`config.mk`:
```
export PLATFORM = sky130hd
export DESIGN_NAME = xfer_cond_unit
export DESIGN_NICKNAME = d
export VERILOG_FILES = /design/src/rtl/xcu_pkg.sv /design/src/rtl/xcu_pred_file.sv /design/src/rtl/xcu_cond_eval.sv /design/src/rtl/xcu_prep_bank.sv /design/src/rtl/xfer_cond_unit.sv
export SDC_FILE = /design/constraint.sdc
export NUM_CORES = 1
export LEC_CHECK = 0
export ABC_AREA = 1
export BUFFER_PORTS_ARGS = -buffer_cell sky130_fd_sc_hd__buf_2
export CORE_ASPECT_RATIO = 0.7
export CORE_MARGIN = 5
export CORE_UTILIZATION = 51
export DETAILED_ROUTE_END_ITERATION = 8
export GPL_TIMING_DRIVEN = 0
export HOLD_SLACK_MARGIN = 0.08
export PLACE_DENSITY_LB_ADDON = 0.2
export SLEW_MARGIN = 5
export SYNTH_ARGS = -nofsm -noshare
export SYNTH_HDL_FRONTEND = slang
export SYNTH_HIERARCHICAL = 1
export SYNTH_SLANG_ARGS = --single-unit
```
`constraint.sdc`:
```
create_clock -name clk -period 2.7 [get_ports clk]
set_clock_uncertainty 0.2 [all_clocks]
set_input_delay 0.27 -clock clk [delete_from_list [all_inputs] [get_ports clk]]
set_output_delay 0.27 -clock clk [all_outputs]
set_load 0.02 [all_outputs]
```
`src/rtl/xcu_pkg.sv`:
```
package xcu_pkg;

   localparam int CODE_W   = 9;
   localparam int PIDX_W   = 5;
   localparam int CTYPE_W  = 4;
   localparam int WORD_W   = 32;
   localparam int FIELD_W  = 28;
   localparam int SCALE_SH = 3;
   localparam int SLOT_W   = 2;

   typedef enum logic [1:0] {
      XK_REL = 2'd0,
      XK_PFL = 2'd1,
      XK_SYS = 2'd2,
      XK_RET = 2'd3
   } xfer_kind_e;

   typedef enum logic [CTYPE_W-1:0] {
      CT_NEVER      = 4'd0,
      CT_ALWAYS     = 4'd1,
      CT_P          = 4'd2,
      CT_NP         = 4'd3,
      CT_LE         = 4'd4,
      CT_NLE        = 4'd5,
      CT_P_OR_LE    = 4'd6,
      CT_NP_AND_NLE = 4'd7,
      CT_NP_OR_LE   = 4'd14,
      CT_P_AND_NLE  = 4'd15
   } cond_type_e;

   typedef struct packed {
      logic       valid;
      logic       bad;
      xfer_kind_e kind;
   } slot_tag_t;

endpackage

```
`src/rtl/xcu_pred_file.sv`:
```
module xcu_pred_file
   import xcu_pkg::*;
#(
   parameter int NPRED = 32
) (
   input  logic              clk,
   input  logic              rst_n,
   input  logic              wr_en,
   input  logic [PIDX_W-1:0] wr_idx,
   input  logic              wr_val,
   input  logic [PIDX_W-1:0] rd_idx,
   output logic              rd_val
);

   localparam int SPAN = 1 << PIDX_W;

   if (NPRED < 1 || NPRED > SPAN) begin : g_bad_npred
      $error("xcu_pred_file: NPRED must be within 1..%0d", SPAN);
   end

   logic [NPRED-1:0] bits_q;
   logic [SPAN-1:0]  padded;

   always_ff @(posedge clk) begin
      if (!rst_n) begin
         bits_q <= '0;
      end else if (wr_en) begin
         for (int i = 0; i < NPRED; i++) begin
            if (wr_idx == PIDX_W'(i)) bits_q[i] <= wr_val;
         end
      end
   end

   if (NPRED == SPAN) begin : g_full
      assign padded = bits_q;
   end else begin : g_part
      assign padded = {{(SPAN-NPRED){1'b0}}, bits_q};
   end

   // old value is read: the register updates only at the edge
   assign rd_val = padded[rd_idx];

   p_write_lands_r2: assert property (@(posedge clk) disable iff (!rst_n)
      wr_en && (32'(wr_idx) < NPRED) |=> padded[$past(wr_idx)] == $past(wr_val));

endmodule

```
`src/rtl/xcu_cond_eval.sv`:
```
module xcu_cond_eval
   import xcu_pkg::*;
(
   input  logic [CTYPE_W-1:0] ctype,
   input  logic               pred,
   input  logic               loop_end,
   output logic               hit,
   output logic               bad_code
);

   always_comb begin
      hit      = 1'b0;
      bad_code = 1'b0;
      case (cond_type_e'(ctype))
         CT_NEVER:      hit = 1'b0;
         CT_ALWAYS:     hit = 1'b1;
         CT_P:          hit = pred;
         CT_NP:         hit = !pred;
         CT_LE:         hit = loop_end;
         CT_NLE:        hit = !loop_end;
         CT_P_OR_LE:    hit = pred || loop_end;
         CT_NP_AND_NLE: hit = !pred && !loop_end;
         CT_NP_OR_LE:   hit = !pred || loop_end;
         CT_P_AND_NLE:  hit = pred && !loop_end;
         default:       bad_code = 1'b1;
      endcase
   end

endmodule

```
`src/rtl/xcu_prep_bank.sv`:
```
module xcu_prep_bank
   import xcu_pkg::*;
#(
   parameter int ADDR_W = 64,
   parameter int NSLOT  = 3
) (
   input  logic              clk,
   input  logic              rst_n,
   input  logic              wr_en,
   input  logic [WORD_W-1:0] wr_word,
   input  logic [ADDR_W-1:0] wr_pc,
   output logic              wr_err,
   input  logic [SLOT_W-1:0] rd_slot,
   output logic              rd_ok,
   output logic [1:0]        rd_kind,
   output logic [ADDR_W-1:0] rd_target
);

   localparam int SH_PAD = ADDR_W - FIELD_W - SCALE_SH;
   localparam int ZX_PAD = ADDR_W - FIELD_W;
   localparam int PFL_SLOT = 2;

   if (ADDR_W < FIELD_W + SCALE_SH + 1) begin : g_bad_addr
      $error("xcu_prep_bank: ADDR_W too narrow for a scaled offset");
   end
   if (NSLOT < 1 || NSLOT > (1 << SLOT_W) - 1) begin : g_bad_nslot
      $error("xcu_prep_bank: NSLOT must be within 1..3");
   end

   logic [SLOT_W-1:0]  w_slot;
   xfer_kind_e         w_kind;
   logic [FIELD_W-1:0] w_field;
   logic               w_slot_in;
   logic               w_bad;
   logic [ADDR_W-1:0]  w_tgt;

   assign w_slot  = wr_word[WORD_W-1 -: SLOT_W];
   assign w_kind  = xfer_kind_e'(wr_word[FIELD_W+1:FIELD_W]);
   assign w_field = wr_word[FIELD_W-1:0];

   assign w_slot_in = (w_slot != '0) && (32'(w_slot) <= NSLOT);

   always_comb begin
      w_bad = 1'b0;
      if (w_kind == XK_PFL && w_slot != SLOT_W'(PFL_SLOT)) w_bad = 1'b1;
      if (w_kind == XK_RET && w_field != '0)               w_bad = 1'b1;
   end

   always_comb begin
      case (w_kind)
         XK_REL, XK_PFL: w_tgt = wr_pc + {{SH_PAD{1'b0}}, w_field, {SCALE_SH{1'b0}}};
         XK_SYS:         w_tgt = {{ZX_PAD{1'b0}}, w_field};
         default:        w_tgt = '0;
      endcase
   end

   assign wr_err = !w_slot_in || w_bad;

   slot_tag_t         tag_a [NSLOT];
   logic [ADDR_W-1:0] tgt_a [NSLOT];
   logic [NSLOT-1:0]  valid_vec;

   for (genvar s = 0; s < NSLOT; s++) begin : g_slot
      slot_tag_t         tag_q;
      logic [ADDR_W-1:0] tgt_q;

      always_ff @(posedge clk) begin
         if (!rst_n) begin
            tag_q <= '{valid: 1'b0, bad: 1'b0, kind: XK_REL};
            tgt_q <= '0;
         end else if (wr_en && w_slot == SLOT_W'(s + 1)) begin
            tag_q <= '{valid: 1'b1, bad: w_bad, kind: w_kind};
            tgt_q <= w_tgt;
         end
      end

      assign tag_a[s]     = tag_q;
      assign tgt_a[s]     = tgt_q;
      assign valid_vec[s] = tag_q.valid;
   end

   always_comb begin
      rd_ok     = 1'b0;
      rd_kind   = 2'd0;
      rd_target = '0;
      for (int s = 0; s < NSLOT; s++) begin
         if (rd_slot == SLOT_W'(s + 1)) begin
            rd_ok     = tag_a[s].valid && !tag_a[s].bad;
            rd_kind   = tag_a[s].kind;
            rd_target = tgt_a[s];
         end
      end
   end

   p_fill_marks_valid_r6: assert property (@(posedge clk) disable iff (!rst_n)
      wr_en && w_slot_in |=> valid_vec != '0);

   p_slot0_keeps_bank_r10: assert property (@(posedge clk) disable iff (!rst_n)
      wr_en && w_slot == '0 |=> $stable(valid_vec));

endmodule

```
`src/rtl/xfer_cond_unit.sv`:
```
module xfer_cond_unit
   import xcu_pkg::*;
#(
   parameter int ADDR_W = 64,
   parameter int NPRED  = 32,
   parameter int NSLOT  = 3
) (
   input  logic              clk,
   input  logic              rst_n,
   input  logic              pw_valid,
   input  logic [4:0]        pw_index,
   input  logic              pw_value,
   input  logic              loop_end,
   input  logic              prep_valid,
   input  logic [31:0]       prep_word,
   input  logic [ADDR_W-1:0] prep_pc,
   input  logic              req_valid,
   input  logic [8:0]        req_cond,
   input  logic [1:0]        req_slot,
   output logic              res_valid,
   output logic              res_taken,
   output logic [1:0]        res_kind,
   output logic [ADDR_W-1:0] res_target,
   output logic              res_illegal_cond,
   output logic              res_illegal_slot,
   output logic              prep_err
);

   localparam int TYPE_LSB = PIDX_W;

   if (CODE_W != PIDX_W + CTYPE_W) begin : g_bad_code
      $error("xfer_cond_unit: condition code fields do not add up");
   end

   logic pred_bit, hit, bad_code;
   logic ent_ok, wr_err;
   logic [1:0] ent_kind;
   logic [ADDR_W-1:0] ent_target;

   xcu_pred_file #(.NPRED(NPRED)) u_pf (
      .clk    (clk),
      .rst_n  (rst_n),
      .wr_en  (pw_valid),
      .wr_idx (pw_index),
      .wr_val (pw_value),
      .rd_idx (req_cond[PIDX_W-1:0]),
      .rd_val (pred_bit)
   );

   xcu_cond_eval u_ce (
      .ctype    (req_cond[TYPE_LSB +: CTYPE_W]),
      .pred     (pred_bit),
      .loop_end (loop_end),
      .hit      (hit),
      .bad_code (bad_code)
   );

   xcu_prep_bank #(.ADDR_W(ADDR_W), .NSLOT(NSLOT)) u_pb (
      .clk       (clk),
      .rst_n     (rst_n),
      .wr_en     (prep_valid),
      .wr_word   (prep_word),
      .wr_pc     (prep_pc),
      .wr_err    (wr_err),
      .rd_slot   (req_slot),
      .rd_ok     (ent_ok),
      .rd_kind   (ent_kind),
      .rd_target (ent_target)
   );

   always_ff @(posedge clk) begin
      if (!rst_n) begin
         res_valid        <= 1'b0;
         res_taken        <= 1'b0;
         res_kind         <= 2'd0;
         res_target       <= '0;
         res_illegal_cond <= 1'b0;
         res_illegal_slot <= 1'b0;
         prep_err         <= 1'b0;
      end else begin
         res_valid <= req_valid;
         prep_err  <= prep_valid && wr_err;
         if (req_valid) begin
            res_taken        <= hit && ent_ok && !bad_code;
            res_kind         <= ent_kind;
            res_target       <= ent_target;
            res_illegal_cond <= bad_code;
            res_illegal_slot <= !ent_ok;
         end else begin
            res_taken        <= 1'b0;
            res_illegal_cond <= 1'b0;
            res_illegal_slot <= 1'b0;
         end
      end
   end

   p_one_result_r6: assert property (@(posedge clk) disable iff (!rst_n)
      req_valid |=> res_valid);
   p_no_stray_result_r6: assert property (@(posedge clk) disable iff (!rst_n)
      !req_valid |=> !res_valid);
   p_bad_code_idle_r5: assert property (@(posedge clk) disable iff (!rst_n)
      res_valid && res_illegal_cond |-> !res_taken);
   p_bad_slot_idle_r9: assert property (@(posedge clk) disable iff (!rst_n)
      res_valid && res_illegal_slot |-> !res_taken);
   p_never_type_r3: assert property (@(posedge clk) disable iff (!rst_n)
      req_valid && req_cond[8:5] == 4'd0 |=> !res_taken);
   p_slot0_prep_flag_r10: assert property (@(posedge clk) disable iff (!rst_n)
      prep_valid && prep_word[31:30] == 2'd0 |=> prep_err);

endmodule

```
==> results of run 1 <==
==> area by class of cell <==
cell class                 count  area (um2)  share of cell area, %
timing repair buffer         242        1500                   7.38
multi-input combinational   1898        8890                   43.8
clock inverter                 7        85.1                  0.419
inverter                     417        1570                   7.74
buffer                       129         664                   3.28
clock buffer                  47         886                   4.37
tap                          435         544                   2.68
sequential                   307        6150                   30.3
==> metal layers <==
layer / vias up / wire length (um)
met5: - / 0
met3: 123 / 7220
met1: 8767 / 27400
li1: 9277 / -
met4: 0 / 1700
met2: 1048 / 25600
==> worst register-to-register path, cell delays in order, from the launching register on <==
cell and delay, ps:
dfxtp_1 350, nand2_1 60, nand3_1 70, nand3_1 120, nand2_1 100, nand2_1 50, nand2_1 70, nand2_1 50
nand2_1 160, inv_1 90, nand3_1 90, nand3_1 90, nand2_1 70, nand3_1 70, dlygate4sd3_1 560, nand3_1 90
nor2_1 60
==> cells in the final DEF (no fill, tap or decap), types with 28 or more instances in the layout <==
cell,n
o21ai_0,211
dfxtp_1,307
nand2_1,782
inv_1,406
nor2_1,239
clkbuf_16,31
ha_1,28
dlygate4sd3_1,57
nand3_1,208
buf_2,206
clkbuf_1,89
a21oi_1,252
==> registers in the layout, summed over array words and instances (netlist names) <==
name and count:
u_pb/g_slot.tgt_q 192, res_taken 1, res_kind 2, u_pb/g_slot.tag_q 12, u_pf/bits_q 32, res_valid 1
prep_err 1, res_target 64, res_illegal_cond 1, res_illegal_slot 1
==> metrics by stage <==
| step | total power [mW] | instance area (um2) |
|---|---|---|
| 2_1_floorplan | 6.12 | 17200 |
| 3_3_place_gp | 6.81 | 18700 |
| 3_5_place_dp | 6.85 | 18700 |
| 4_1_cts | 11.0 | 20200 |
| 5_1_grt | 11.5 | 20300 |
| 6_report | 11.1 | 20300 |
==> power by group through the flow <==
stage / clock [mW] / combinational, mW / sequential, mW
2_1_floorplan: 0 / 1.12 / 5.00
3_3_place_gp: 0 / 1.88 / 4.94
3_5_place_dp: 0 / 1.91 / 4.94
4_1_cts: 4.21 / 1.98 / 4.85
5_1_grt: 4.41 / 2.24 / 4.87
6_report: 4.18 / 2.04 / 4.85
==> logic make-up (layout without fill, tap and decap cells) <==
logic type / count (synthesis) / after routing
AO/OA/AOI/OAI: 533 / 533
AND/OR/NAND/NOR: 1336 / 1336
buffers and inverters: 546 / 842
flip-flops: 307 / 307
adder cells (fa/ha/maj): 29 / 29
==> what timing repair did <==
item                       in CTS  in global routing
setup endpoints to repair       0                 25
hold endpoints to repair      131                  3
hold buffers                   56                  1
gates resized for setup         0                 11
==> worst max path at each step <==
stage | from | depth (start not counted) | slack, ps | endpoint
detailed placement | prep_word[0] | 15 | -270 | u_pb/g_slot[0].tgt_q[33]
floorplan | prep_word[0] | 15 | 550 | u_pb/g_slot[2].tgt_q[17]
finish | pw_index[4] | 9 | 100 | u_pf/bits_q[14]
global route | prep_word[27] | 13 | -10 | u_pb/g_slot[2].tgt_q[61]
CTS | prep_word[22] | 13 | 10 | u_pb/g_slot[1].tgt_q[30]
global placement | prep_word[0] | 15 | -200 | u_pb/g_slot[1].tgt_q[33]
==> summary.md, run 1 <==
| Metric | Value |
|---|---|
| Root buf cell | clkbuf_16 |
| Initial Utilization | 51.6% |
| Remaining antenna violation count after routing | 0 |
| First drt pass iteration count | 8 |
| Worst slack, placed | -268 ps |
| Flops & latches, synth | 307 |
| Synth Area in Adders | 2.15% |
| Ant diodes | 0 |
| Post-DR wirelength/cell | roughly 18 um |
| Leak | approximately 9.9 nW |
| Rows | 56 |
| Commonest register cell after synthesis | dfxtp_1 |
| Synth Warn # | 6 |
| Switching Power | about 3.3 mW |
| Die X | 230 um |
| Most frequent CP cell | dlygate4sd3_1 |
| Reg power frac | 43.8% |
| Top post-synthesis cells by area | dfxtp_1 (36%), nand2_1 (17%), inv_1 (8.8%), a21oi_1 (7.3%), o21ai_0 (6.2%) |
| Status | finished, final reports clean |
| Final GP Congestion | 0.970 |
| R2r endpoint | res_taken |
| M2 GR Usage | a little under 50% |
| Total die area | 0.0376 mm2 |
| WHS Endpoint | u_pb/g_slot[0].tgt_q[37] |
| Port Buf Inserts | 185 |
| WHS | 64.3 ps |
| Hold path startpoint | prep_pc[37] |
| Unrepaired setup endpoints after global routing | true |
| Fin nets | 3173 |
| CTS H-tree depth | 1 |
| Critical path class | primary input to flip-flop |
| Slew headroom | about 33% |
| Syn Std Cell Area | roughly 0.017 mm2 |
| Met1 Usage GRT | 45.9% |
| Syn Nets | 2899 |
| Largest family of logic cells by synthesized area | simple AND/OR/NAND/NOR gates |
| TritonCTS Buffers | 30 |
| Hold path cells | 4 |
| Hpwl dp | ~47000 um |
| Worst r2r src | u_pf/bits_q[9] |
| Antenna violations before repair | 0 |
| Max-slew violations | 0 |
| Clk sink count | 307 |
| Core ar. | 0.0334 mm2 |
| Cell taking the most area after synthesis | dfxtp_1 |
| Total gr overflow | 0 |
| Count leader, synth | nand2_1 |
| Area growth syn-to-layout | 17.7% |
| Largest net degree at the start of global routing | 15 |
| Final core occ | 60.7% |
| Die height | around 160 um |
| Via density | between 5 and 6 |
| Mapped Cells | approximately 2800 |
| R2R cell count | 16 |
| GRT Overall Usage | 31.8% |
| Skew-Pair Late Insertion Delay | about 560 ps |
| DR iter-0 viols | about 2100 |
| Mux share of post-synthesis cell area | 0% |
| Routed wire length | 61900 um |
| Clock network fraction of design power | a little under two fifths |
| Post-route setup slack | 101 ps |
| Vias in the first global route | 18085 |
| CP top delay family | buffers and inverters |
| Peak Freq | 385 MHz |
| Crit path max fanout | 10 |
| Cells after DPL | between 3000 and 4000 |
| Synth Area in Simple Gates | 32.7% |
| Ports | 190 |
| VDD IR-drop max | 0.000431 V |
| Worst-Margin Slew | 988 ps |
| Clk buf depth | 3 |
| Max cap viols | 0 |
| Share of flip-flops with an asynchronous set or reset | 0% |
| XOR/XNOR Fraction of Synth Area | 0% |
| Global-route wire length before repair | just under 100000 um |
| Critical path's slowest cell | dlygate4sd3_1 |
| CP required | 2950 ps |
| Vias | 19215 |
| Post-synth top area share | between 30% and 40% |
| Crit start category | primary input |
| Switching fraction of total power | between 20 and 30% |
| Layout Cells excl Fill | 3482 |
| Sequential fraction of the synthesis area | 35.7% |
| Crit share post-route | a little over nine tenths |
| Final hold violations | 0 |
| Residual DRC | 0 |
| CP peak stage delay | 570 ps |
| Number of synthesized flops with an enable pin | 0 |
| Synth Area in Compound Gates | 16.5% |
| Pwr dens | 546 mW/mm2 |
| Fill cells | 3195 |
| WP buf/inv | 6 |
| M3 GR Usage | 7.03% |
| CTS tree | yes |
| Comb pwr share | a little under a fifth |
| Hold WC Path Type | primary input to flip-flop |
| GRT Max-Usage Layer | met2 |
| Int Pwr | just under 8 mW |
| Synth unique cells | 42 |
| Most frequent cells after synthesis | nand2_1 (782), inv_1 (406), dfxtp_1 (307) |
| Final setup vio count | 0 |
| Critical Path AT | 2850 ps |
| Worst-path cell chain | dlygate4sd3_1, buf_2, nor2_1, dlygate4sd3_1, buf_4, inv_1, nor4_1, nor3_1, dlygate4sd3_1 |
| R2R setup slack | 260 ps |
| Clk slew on worst S/H paths | 60 ps |
| Share of cells above drive strength 1 | between 10% and 20% |
| Avg Inst Size Synth | 6.27 um2 |
| Post-layout minimum cycle time | 2600 ps |
| Critical Path End Type | flip-flop |
| # Post-CTS Setup Buffers | 0 |
| Setup tns final | 0 ps |
Note: power is estimated with default switching activity, not from simulation.
==> inputs of run 2 (changes only) <==
--- a/config.mk
+++ b/config.mk
@@ -14,6 +14,8 @@
 export GPL_TIMING_DRIVEN = 0
 export HOLD_SLACK_MARGIN = 0.08
 export PLACE_DENSITY_LB_ADDON = 0.2
+export SETUP_SLACK_MARGIN = 0.3
+export SKIP_CTS_REPAIR_TIMING = 1
 export SLEW_MARGIN = 5
 export SYNTH_ARGS = -nofsm -noshare
 export SYNTH_HDL_FRONTEND = slang
==> run 2 against run 1 <==
  * Sequential share of layout area is 0.15 points higher
  * Final cell count is 0.29% lower
  * Sequential power hardly changed
  * Core utilization is 0.30 points lower
  * Maximum frequency is 7.9% higher
  * Worst setup slack better by 190 ps
  * First-iteration DRC count is 3.8% higher
  * Wire length hardly changed
  * Critical path type unchanged
  * Largest power group unchanged
  * Highest routed layer unchanged
==> summary.md, run 2 (same netlist as run 1, synthesis figures left out) <==
| Metric | Value |
|---|---|
| GRT Overall Usage | 31.3% (was 31.8%) |
| Via density | 5.57 (was 5.52) |
| Clk slew on worst S/H paths | 60 ps (about the same) |
| Max cap viols | 0 (unchanged) |
| Pwr dens | 548 mW/mm2 (was 546 mW/mm2) |
| Reg power frac | 43.9% (was 43.8%) |
| CP top delay family | buffers and inverters (unchanged) |
| Status | finished, final reports clean (unchanged) |
| Final GP Congestion | 0.970 (unchanged) |
| Rows | 56 (unchanged) |
| Commonest non-fill, non-tap cell in the layout | nand2_1 (unchanged) |
| Switching fraction of total power | 29.5% (about the same) |
| Critical Path AT | 2710 ps (was 2850 ps) |
| Clk sink count | 307 (unchanged) |
| Ports | 190 (unchanged) |
| VDD IR-drop max | 0.000428 V (was 0.000431 V) |
| Final setup vio count | 0 (unchanged) |
| Antenna violations before repair | 1 (was 0) |
| Clk buf depth | 3 (unchanged) |
| Cells after DPL | 3371 (unchanged) |
| Worst-path cell chain | dlygate4sd3_1, buf_2, nor2_1, dlygate4sd3_1, nand3_1, dlygate4sd3_1, a21oi_1 (was dlygate4sd3_1, buf_2, nor2_1, dlygate4sd3_1, buf_4, inv_1, nor4_1, nor3_1, dlygate4sd3_1) |
| WP buf/inv | 4 (was 6) |
| Routed wire length | 61900 um (about the same) |
| First drt pass iteration count | 9 (was 8) |
| Leak | 9.88 nW (was 9.92 nW) |
| Worst-Margin Slew | 989 ps (was 988 ps) |
| Int Pwr | 7.80 mW (was 7.81 mW) |
| Crit path max fanout | 4 (was 10) |
| Stages on worst setup path | 7 (was 9) |
| Crit start category | primary input (unchanged) |
| TritonCTS Buffers | 30 (unchanged) |
| Max FFs per register | 192 (unchanged) |
| Most frequent cells in the layout | nand2_1 (782), inv_1 (406), dfxtp_1 (307) (unchanged) |
| Critical path class | primary input to flip-flop (unchanged) |
| Vias | 19343 (was 19215) |
| R2R cell count | 15 (was 16) |
| Placed cell area | 0.0187 mm2 (unchanged) |
| Post-DR wirelength/cell | 17.8 um (about the same) |
| Worst slack, placed | -268 ps (unchanged) |
| Comb pwr share | 18.4% (about the same) |
| Die X | 230 um (unchanged) |
| CP peak stage delay | 630 ps (was 570 ps) |
| Setup tns final | 0 ps (unchanged) |
| Critical Path End Type | flip-flop (unchanged) |
| Total power draw | 11.1 mW (about the same) |
| Crit share post-route | 89.2% (was 96.2%) |
| CTS H-tree depth | 1 (unchanged) |
| DR iter-0 viols | 2205 (was 2125) |
| Remaining antenna violation count after routing | 0 (unchanged) |
| Reg with most FFs | u_pb/g_slot.tgt_q (unchanged) |
| Layout Cells excl Fill | 3472 (was 3482) |
| Hold path cells | 6 (was 4) |
| Switching Power | 3.26 mW (was 3.27 mW) |
| Final hold violations | 0 (unchanged) |
| Max-slew violations | 0 (unchanged) |
| Post-route setup slack | 291 ps (was 101 ps) |
| Share of cells above drive strength 1 | 10.7% (about the same) |
| Largest regs | u_pb/g_slot.tgt_q (192), res_target (64), u_pf/bits_q (32) (unchanged) |
| Global-route wire length before repair | 95200 um (was 96900 um) |
| Total gr overflow | 0 (unchanged) |
| WHS | 48.7 ps (was 64.3 ps) |
| Largest net degree at the start of global routing | 15 (unchanged) |
| Area growth syn-to-layout | 17.1% (was 17.7%) |
| Peak Freq | 415 MHz (was 385 MHz) |
| Final core occ | 60.4% (was 60.7%) |
| Root buf cell | clkbuf_16 (unchanged) |
| Post-layout minimum cycle time | 2410 ps (was 2600 ps) |
| CP required | 3000 ps (was 2950 ps) |
| Die height | 164 um (unchanged) |
| Cell area after layout | 0.0202 mm2 (was 0.0203 mm2) |
| Slew headroom | 33.2% (was 33.3%) |
| Ant diodes | 0 (unchanged) |
| Hold WC Path Type | primary input to flip-flop (unchanged) |
| Unrepaired setup endpoints after global routing | true (unchanged) |
| Critical path's slowest cell | dlygate4sd3_1 (unchanged) |
| CTS tree | yes (unchanged) |
| Hpwl dp | 47200 um (unchanged) |
| Vias in the first global route | 17690 (was 18085) |
| Total die area | 0.0376 mm2 (unchanged) |
| Initial Utilization | 51.6% (unchanged) |
| Port Buf Inserts | 185 (unchanged) |
| Fin nets | 3163 (was 3173) |
| Clock network fraction of design power | 37.7% (was 37.8%) |
| Residual DRC | 0 (unchanged) |
| Most frequent CP cell | dlygate4sd3_1 (unchanged) |
| Core ar. | 0.0334 mm2 (unchanged) |
| Skew-Pair Late Insertion Delay | 560 ps (about the same) |
## run 2: cell types whose count changed in the layout (fill, tap and decap cells not counted)
cell           delta
nor2_2            -1
o21ai_1           +1
nor2_1            +1
o21ai_2           -1
dlygate4sd3_1    -10
o21bai_4          +1
o21bai_2          -1
## run 2: tightest hold or removal path, delay by kind of cell
kind,cells,cell delay (ps)
simple gates,5,330
buf+inv,1,150
## run 2: cell type report
type | instances | area, um2
fillers | 3214 | 13200
multi-input cells | 1898 | 8890
flip-flops and latches | 307 | 6150
inverters | 417 | 1570
repair buffers | 232 | 1400
clock buffers | 47 | 886
plain buffers | 129 | 664
well taps | 435 | 544
clock inverters | 7 | 85.1
## run 2: final timing paths
check | endpoint | start | slack [ps]
worst max-delay path | u_pf/bits_q[2] | pw_index[3] | 290
worst min-delay path | res_taken | req_cond[5] | 50
worst max register to register | res_taken | u_pf/bits_q[25] | 810
worst min register to register | u_pf/bits_q[27] | u_pf/bits_q[27] | 260
## run 2: routing by layer
layer	vias up	share of wire [%]	global-route usage, %
li1	9260	-	-
met1	8860	44	45.8
met2	1072	41	46.8
met3	151	12	6.32
met4	0	3.1	8.99
met5	-	0	0
## run 2: power groups by stage
stage               sequential [mW]  combinational (mW)  clock, mW
finish                         4.85                2.03       4.17
global route                   4.87                2.23       4.41
CTS                            4.85                1.92       4.21
detailed placement             4.94                1.91          0
global placement               4.94                1.88          0
floorplan                      5.00                1.12          0
==> inputs of run 3 (changes only) <==
--- a/config.mk
+++ b/config.mk
@@ -16,6 +16,7 @@
 export PLACE_DENSITY_LB_ADDON = 0.2
 export SETUP_SLACK_MARGIN = 0.3
 export SKIP_CTS_REPAIR_TIMING = 1
+export SKIP_LAST_GASP = 1
 export SLEW_MARGIN = 5
 export SYNTH_ARGS = -nofsm -noshare
 export SYNTH_HDL_FRONTEND = slang
==> constraint.sdc (replaced) <==
create_clock -name clk -period 2.7 [get_ports clk]
set_clock_uncertainty 0.2 [all_clocks]
set_input_delay 0.135 -clock clk [delete_from_list [all_inputs] [get_ports clk]]
set_output_delay 0.135 -clock clk [all_outputs]
set_load 0.02 [all_outputs]
==> run 3 against run 2 <==
  * Clock power about the same
  * Die area unchanged
  * Highest routed layer unchanged
  * The run now ends with hold timing left
  * Clock-buffer cell count unchanged
  * Sequential power about the same
  * Via count up 0.70%
  * Critical path depth up 2
  * Wire length up 1.2%
  * Flip-flop and latch count unchanged
  * Final cell count up 1.3%
  * Combinational power up 2%
==> summary.md, run 3 (same netlist as run 1, synthesis figures left out) <==
| Metric | Value |
|---|---|
| Leak | 10.1 nW (was 9.88 nW) |
| Root buf cell | clkbuf_16 (unchanged) |
| GRT Overall Usage | 31.3% (unchanged) |
| DR iter-0 viols | 2178 (was 2205) |
| Hold path startpoint | req_cond[8] (was req_cond[5]) |
| Pwr dens | 540 mW/mm2 (was 548 mW/mm2) |
| WHS Endpoint | res_taken (unchanged) |
| Total gr overflow | 0 (unchanged) |
| Unrepaired setup endpoints after global routing | false (was true) |
| Max cap viols | 0 (unchanged) |
| Post-DR wirelength/cell | 17.8 um (about the same) |
| Worst r2r src | u_pf/bits_q[3] (was u_pf/bits_q[25]) |
| Critical path class | primary input to flip-flop (unchanged) |
| Initial Utilization | 51.6% (unchanged) |
| CP required | 2950 ps (was 3000 ps) |
| Clk sink count | 307 (unchanged) |
| Fin nets | 3204 (was 3163) |
| R2R cell count | 15 (unchanged) |
| Largest regs | u_pb/g_slot.tgt_q (192), res_target (64), u_pf/bits_q (32) (unchanged) |
| Fill cells | 3159 (was 3214) |
| Total power draw | 11.1 mW (about the same) |
| Violated checks | hold timing |
| Hold WC Path Type | primary input to flip-flop (unchanged) |
| Most frequent cells in the layout | nand2_1 (782), inv_1 (406), dfxtp_1 (307) (unchanged) |
| Slew headroom | 32.9% (was 33.2%) |
| Die X | 230 um (unchanged) |
| Largest net degree at the start of global routing | 15 (unchanged) |
| Status | complete, but fails checks (was finished, final reports clean) |
| Port Buf Inserts | 185 (unchanged) |
| Routed wire length | 62700 um (was 61900 um) |
| Clk buf depth | 3 (unchanged) |
| Post-layout minimum cycle time | 2330 ps (was 2410 ps) |
| Share of cells above drive strength 1 | 10.5% (was 10.7%) |
| Via density | 5.54 (was 5.57) |
| Max FFs per register | 192 (unchanged) |
| Final GP Congestion | 0.970 (unchanged) |
| Skew-Pair Late Insertion Delay | 560 ps (about the same) |
| Vias | 19478 (was 19343) |
| Crit path max fanout | 4 (unchanged) |
| R2R setup slack | 810 ps (about the same) |
| Clk slew on worst S/H paths | 60 ps (about the same) |
| Commonest non-fill, non-tap cell in the layout | nand2_1 (unchanged) |
| CTS H-tree depth | 1 (unchanged) |
| WHS | -0.971 ps (was 48.7 ps) |
| Hpwl dp | 47200 um (unchanged) |
| CTS tree | yes (unchanged) |
| Crit start category | primary input (unchanged) |
| Reg with most FFs | u_pb/g_slot.tgt_q (unchanged) |
| TritonCTS Buffers | 30 (unchanged) |
| Vias in the first global route | 17690 (unchanged) |
| Max-slew violations | 0 (unchanged) |
| Remaining antenna violation count after routing | 0 (unchanged) |
| Critical Path End Type | flip-flop (unchanged) |
| R2r endpoint | res_taken (unchanged) |
| Setup tns final | 0 ps (unchanged) |
| Core ar. | 0.0334 mm2 (unchanged) |
| Hold path cells | 8 (was 6) |
| Peak Freq | 429 MHz (was 415 MHz) |
| Global-route wire length before repair | 95200 um (unchanged) |
| Antenna violations before repair | 1 (unchanged) |
| Crit share post-route | 86.3% (was 89.2%) |
| Residual DRC | 0 (unchanged) |
| Total die area | 0.0376 mm2 (unchanged) |
| Area growth syn-to-layout | 19.4% (was 17.1%) |
| Ports | 190 (unchanged) |
| VDD IR-drop max | 0.000430 V (was 0.000428 V) |
| Final setup vio count | 0 (unchanged) |
| First drt pass iteration count | 8 (was 9) |
| Critical Path AT | 2580 ps (was 2710 ps) |
| Worst-Margin Slew | 993 ps (was 989 ps) |
| Die height | 164 um (unchanged) |
| Final hold violations | 1 (was 0) |
| Rows | 56 (unchanged) |
run 3: changes by cell type in the layout (fill, tap and decap cells not counted):
cell | before | now
nand3_1 | 208 | 210
o21ai_2 | 1 | 0
nand3_2 | 18 | 16
o21ai_1 | 12 | 11
diode_2 | 0 | 3
o21ai_0 | 211 | 213
o21bai_4 | 1 | 0
o21bai_2 | 0 | 1
dlygate4sd3_1 | 47 | 88
run 3: through the flow:
step / setup slack, ps / util, % / instances / cell area (um2)
6_report: 371 / 61.6 / 3516 / 20600
5_1_grt: 279 / 61.6 / 3514 / 20600
4_1_cts: 426 / 58.9 / 3425 / 19700
3_5_place_dp: -133 / 56.0 / 3371 / 18700
3_3_place_gp: -66.0 / 56.0 / 3371 / 18700
2_1_floorplan: 688 / - / 2751 / 17200
run 3: layout make-up:
class	instances	area [um2]	area share, %
Antenna cell	3	7.51	0.0365
Timing Repair Buffer	273	1810	8.78
Multi-Input combinational cell	1898	8870	43.1
Clock buffer	47	886	4.30
Tap cell	435	544	2.64
Buffer	129	664	3.23
Sequential cell	307	6150	29.9
Inverter	417	1570	7.63
Clock inverter	7	85.1	0.413
run 3: routing by layer:
metal  GRT usage (%)  wire length (um)
met1            45.8             27600
met2            46.8             25900
met3            6.32              7340
met4            8.99              1870
met5               0                 0
run 3: worst max path at each step:
stage	to	from	slack (ps)	depth (start not counted)
after floorplan	u_pb/g_slot[2].tgt_q[17]	prep_word[0]	690	15
after global placement	u_pb/g_slot[1].tgt_q[33]	prep_word[0]	-70	15
after detailed placement	u_pb/g_slot[0].tgt_q[33]	prep_word[0]	-130	15
after CTS	u_pb/g_slot[1].tgt_q[33]	prep_word[0]	430	15
after global routing	u_pf/bits_q[14]	pw_index[1]	280	9
final	u_pf/bits_q[14]	pw_index[1]	370	9
run 3: worst max-delay path, stage by stage:
cell and delay, ps:
buf_2 100, inv_1 60, nor2_2 110, dlygate4sd3_1 620, inv_2 100, nor4_1 260, dlygate4sd3_1 600, nor3_1 40
dlygate4sd3_1 550
run 3: power by group:
group          switching [mW]  leakage, nW  internal (mW)
sequential              0.100         2.51           4.75
clock                    1.75        0.479           2.43
combinational            1.42         7.06          0.652
